[src/rtl/trig_pkg.sv]
package trig_pkg;
  typedef enum logic {ST_ARMED = 1'b0, ST_FIRED = 1'b1} trig_state_e;
endpackage

[src/rtl/trig_sync_edge.sv]
// Two-stage synchronizer plus rising-edge detector, W bits wide.
module trig_sync_edge #(
  parameter int W = 8
) (
  input  logic         clk,
  input  logic         rst_n,
  input  logic [W-1:0] async_in,
  output logic [W-1:0] level,
  output logic [W-1:0] rise
);
  logic [W-1:0] meta_q, sync_q, prev_q;

  always_ff @(posedge clk or negedge rst_n) begin
    if (!rst_n) begin
      meta_q <= '0;
      sync_q <= '0;
      prev_q <= '0;
    end else begin
      meta_q <= async_in;
      sync_q <= meta_q;
      prev_q <= sync_q;
    end
  end

  assign level = sync_q;
  assign rise  = sync_q & ~prev_q;
endmodule

[src/rtl/trig_coinc.sv]
// Masked AND/OR coincidence of per-channel edge strobes.
module trig_coinc #(
  parameter int N_CH = 8
) (
  input  logic [N_CH-1:0] edge_in,
  input  logic [N_CH-1:0] chan_en,
  input  logic            and_mode,
  output logic            hit_fire
);
  logic [N_CH-1:0] and_terms;
  logic [N_CH-1:0] or_terms;

  genvar g;
  generate
    for (g = 0; g < N_CH; g++) begin : g_term
      assign and_terms[g] = edge_in[g] | ~chan_en[g];
      assign or_terms[g]  = edge_in[g] &  chan_en[g];
    end
  endgenerate

  always_comb begin
    if (and_mode) hit_fire = (|chan_en) & (&and_terms);
    else          hit_fire = |or_terms;
  end
endmodule

[src/rtl/trig_pulse_gen.sv]
// Emits LEN high cycles starting in the cycle after start is sampled.
module trig_pulse_gen #(
  parameter int LEN = 8,
  localparam int CW = $clog2(LEN + 1)
) (
  input  logic clk,
  input  logic rst_n,
  input  logic start,
  output logic pulse
);
  logic [CW-1:0] cnt_q, cnt_d;
  logic          cnt_en;

  always_comb begin
    cnt_en = start || (cnt_q != '0);
    if (start) cnt_d = CW'(LEN);
    else       cnt_d = cnt_q - 1'b1;
  end

  always_ff @(posedge clk or negedge rst_n) begin
    if (!rst_n)      cnt_q <= '0;
    else if (cnt_en) cnt_q <= cnt_d;
  end

  assign pulse = (cnt_q != '0);
endmodule

[src/rtl/trig_combiner.sv]
module trig_combiner #(
  parameter int N_CH         = 8,
  parameter int PULSE_CYCLES = 8
) (
  input  logic            clk,
  input  logic            rst_n,
  input  logic [N_CH-1:0] hit_in,
  input  logic            ext_trig,
  input  logic [N_CH-1:0] chan_en,
  input  logic            and_mode,
  input  logic            follower,
  input  logic            rearm,
  output logic            trig,
  output logic            trig_out,
  output logic [N_CH-1:0] hit_pattern
);
  import trig_pkg::*;

  // Reset: asserted asynchronously, released on a clock edge.
  logic rst_meta_q, rst_sync_q;
  always_ff @(posedge clk or negedge rst_n) begin
    if (!rst_n) begin
      rst_meta_q <= 1'b0;
      rst_sync_q <= 1'b0;
    end else begin
      rst_meta_q <= 1'b1;
      rst_sync_q <= rst_meta_q;
    end
  end

  // Hits and external line share one synchronizer vector; the top bit is external.
  logic [N_CH:0] lvl, rise;
  trig_sync_edge #(.W(N_CH + 1)) u_sync (
    .clk      (clk),
    .rst_n    (rst_sync_q),
    .async_in ({ext_trig, hit_in}),
    .level    (lvl),
    .rise     (rise)
  );

  logic hit_fire;
  trig_coinc #(.N_CH(N_CH)) u_coinc (
    .edge_in  (rise[N_CH-1:0]),
    .chan_en  (chan_en),
    .and_mode (and_mode),
    .hit_fire (hit_fire)
  );

  trig_state_e     state_q, state_d;
  logic            fire;
  logic [N_CH-1:0] pat_q, pat_d;
  logic            pat_en;

  always_comb begin
    fire    = (state_q == ST_ARMED) && (hit_fire || (follower && rise[N_CH]));
    state_d = state_q;
    if (fire)                                state_d = ST_FIRED;
    else if (state_q == ST_FIRED && rearm)   state_d = ST_ARMED;
    pat_en  = fire;
    pat_d   = lvl[N_CH-1:0] & chan_en;
  end

  always_ff @(posedge clk or negedge rst_sync_q) begin
    if (!rst_sync_q) begin
      state_q <= ST_ARMED;
      pat_q   <= '0;
    end else begin
      state_q <= state_d;
      if (pat_en) pat_q <= pat_d;
    end
  end

  trig_pulse_gen #(.LEN(PULSE_CYCLES)) u_pulse (
    .clk   (clk),
    .rst_n (rst_sync_q),
    .start (fire),
    .pulse (trig_out)
  );

  assign trig        = (state_q == ST_FIRED);
  assign hit_pattern = pat_q;
endmodule

[config.mk]
export PLATFORM = sky130hd
export DESIGN_NAME = trig_combiner
export DESIGN_NICKNAME = d
export VERILOG_FILES = /design/src/rtl/trig_pkg.sv /design/src/rtl/trig_sync_edge.sv /design/src/rtl/trig_coinc.sv /design/src/rtl/trig_pulse_gen.sv /design/src/rtl/trig_combiner.sv
export SDC_FILE = /design/constraint.sdc
export NUM_CORES = 1
export LEC_CHECK = 0
export BUFFER_PORTS_ARGS = -buffer_cell sky130_fd_sc_hd__buf_2
export CORE_MARGIN = 10
export CORE_UTILIZATION = 55
export CTS_CLUSTER_SIZE = 10
export DETAILED_ROUTE_END_ITERATION = 7
export PLACE_DENSITY_LB_ADDON = 0.15
export SYNTH_ARGS = -nofsm -noshare
export SYNTH_HDL_FRONTEND = slang
export SYNTH_SLANG_ARGS = --single-unit
[constraint.sdc]
create_clock -name clk -period 2.39 [get_ports clk]
set_clock_uncertainty 0.2 [all_clocks]
set_input_delay 0.478 -clock clk [delete_from_list [all_inputs] [get_ports clk]]
set_output_delay 0.478 -clock clk [all_outputs]
set_load 0.01 [all_outputs]
==> impl_metrics.yaml <==
layout:
  layout_commonest_cell: "dfrtp_1"
  drive_gt1_share_pct: 26.3
  syn_to_final_growth_pct: 19.5
  num_antenna_cells: 0
  fin_util_pct: 71.1
  finalInstanceArea_mm2: 0.00181
  final_nets: 178
  final_cell_mix: "dfrtp_1, buf_2, inv_1, nand2_1, nand2b_1"
grt:
  grt_pass1_vias: 1140
  grt_pass1_wl_um: 5080
  grt_max_degree: 33
  grt_use_total_pct: 12.2
  antenna_found_initial: 0
  grt_overflow: 0
detailed_routing:
  drc_errors: 0
  vias_per_cell: 5.25
  vias: 977
  postRouteAntennaNets: 0
  drt_wl_total_um: 2820
  firstDrtPassIters: 4
  dr.first_iter.drc_count: 52
  wire_per_inst_um: 15.2
floorplan:
  fp.dieArea_mm2: 0.00525
  io_pins: 32
  die_w_um: 72.5
  initial_utilization_pct: 59.5
  die_y_um: 72.5
  core_area_mm2: 0.00254
  fp-row-count: 18
clock_network:
  clk_pin_slew_ns: 0.12
  cts_max_level: 2
  cts_tree: "built"
  clockBufferDepth: 2
  insertion_delay_ns: 0.35
  cts.sinks: 42
  cts-resized-gates: 0
  cts_buffers: 5
  cts_root_buffer: "clkbuf_4"
worst_setup_path:
  critPathSlowestCell: "dfrtp_1"
  path_max_fanout: 12
  cp.arrival_ns: 2.13
  crit_path_end_kind: "register"
  max_stage_delay_ns: 0.39
  path_buf_inv: 1
  critPathRequiredTime_ns: 2.47
  crit_type: "register to register"
  worstPathCellList: "nand2b_1 > a222oi_1 > nand4_1 > a31oi_2 > buf_4 > mux2i_1"
  critical_path.top_delay_family: "compound AO/OA/AOI/OAI gates"
  start_kind: "register"
placement:
  place_area_mm2: 0.00171
  place_hpwl_um: 2100
  io_buffers: 31
  globalplace.congestion: 0.929
run:
  maxCapViolCount: 0
yosys:
  syn_avg_cell_area_um2: 13.3
  syn_area_mm2: 0.00151
  ys_seq_area_share_pct: 69.4
  synth-edff-count: 0
  synth_cell_types: 27
  synth_flop_cell: "dfrtp_1"
  synth-async-reset-ratio_pct: 100
  synth_cells: 114
  yosysWarningCount: 0
  syn-num-nets: 137
  ys_ff_latch: 42
hold_path:
  hold_class: "input pin to register"
timing:
  setup_violations: 0
  fin_crit_ns: 2.05
  hold_viol: 0
  whs_ns: 0.0231
  timing.setup.tns_ns: 0
  rsz0062_at_grt: "no"
  max_freq_ghz: 0.489
  finalMaxSlewViolations: 0
  fin_crit_sh_pct: 85.6
power_and_ir_drop:
  power_mw: 1.68
  leakage_nw: 0.873
  vdd_drop_max_v: 0.000806
  pwr_density_cell_mw_per_mm2: 929
status:
  status: "finished, final reports clean"
[state kept, by name, summed over array words and instances, names as in the netlist]
register,cells
u_sync.level,9
u_sync.meta_q,9
u_sync.prev_q,9
hit_pattern,8
u_pulse.cnt_q,4
rst_meta_q,1
rst_sync_q,1
trig,1
[synthesized netlist by cell type (2+ instances only)]
cell type   n  area, um^2
nand3b_1    7        52.6
nand2b_1    9        56.3
inv_1      13        48.8
dfrtp_1    42        1050
nand2_1    10        37.5
nor2_1      3        11.3
a22oi_1     2        15.0
nor4_1      2        12.5
mux2i_1     8        80.1
[worst reg2reg max path, cell delays in order (launching register included)]
cell and delay (ns):
dfrtp_1 0.39, nand2b_1 0.16, a222oi_1 0.33, nand4_1 0.21, a31oi_2 0.24, buf_4 0.24, mux2i_1 0.21
[routing by layer]
| layer | GRT usage [%] | wire length (um) | up-vias |
|---|---|---|---|
| met3 | 5.17 | 218 | 7 |
| met4 | 6.12 | 55 | 0 |
| met5 | 0 | 0 | - |
| li1 | - | - | 466 |
| met2 | 20.4 | 1420 | 28 |
| met1 | 13.0 | 1130 | 476 |
[worst paths after layout]
check                           slack, ns                         end  depth (start not counted)                       start
max in group asynchronous            1.23  u_sync.meta_q[3]$_DFF_PN0_                          1        rst_sync_q$_DFF_PN0_
worst min-delay path                 0.02  u_sync.meta_q[1]$_DFF_PN0_                          1                   hit_in[1]
min in group asynchronous            0.11  u_sync.prev_q[8]$_DFF_PN0_                          1        rst_sync_q$_DFF_PN0_
worst min register to register       0.11  u_sync.prev_q[8]$_DFF_PN0_                          1        rst_sync_q$_DFF_PN0_
worst max register to register       0.34  hit_pattern[3]$_DFFE_PN0P_                          6  u_sync.prev_q[3]$_DFF_PN0_
worst max-delay path                 0.34  hit_pattern[3]$_DFFE_PN0P_                          6  u_sync.prev_q[3]$_DFF_PN0_
[logic make-up after synthesis]
group / synth area share [%]
buffers and inverters: 3.97
flip-flops: 69.4
other: 0.248
adder cells (fa/ha/maj): 0.826
XOR/XNOR: 0.579
AND/OR/NAND/NOR: 12.7
multiplexers: 5.29
AO/OA/AOI/OAI: 6.94
[through the flow]
step / cells / setup WS, ns
final: 186 / 0.344
after global routing: 186 / 0.267
after CTS: 186 / 0.368
after detailed placement: 176 / 0.314
after global placement: 176 / 0.368
after floorplan: 114 / 0.538
[layout make-up]
type,count,area [um^2]
flip-flops and latches,42,1050
fillers,180,736
multi-input cells,58,403
repair buffers,35,190
inverters,13,48.8
clock buffers,6,41.3
clock inverters,2,37.5
well taps,30,37.5
[where the power goes]
part	internal [mW]	switching (mW)	total [mW]
combinational	0.167	0.182	0.349
sequential	0.820	0.0673	0.887
clock	0.221	0.223	0.444
total	1.21	0.472	1.68
[repair_timing]
action / 4_1_cts / 5_1_grt
hold buffers: 2 / 0
hold endpoints to repair: 10 / 0
buffers inserted: 0 / 0
Power figures use the tool's default switching activity.
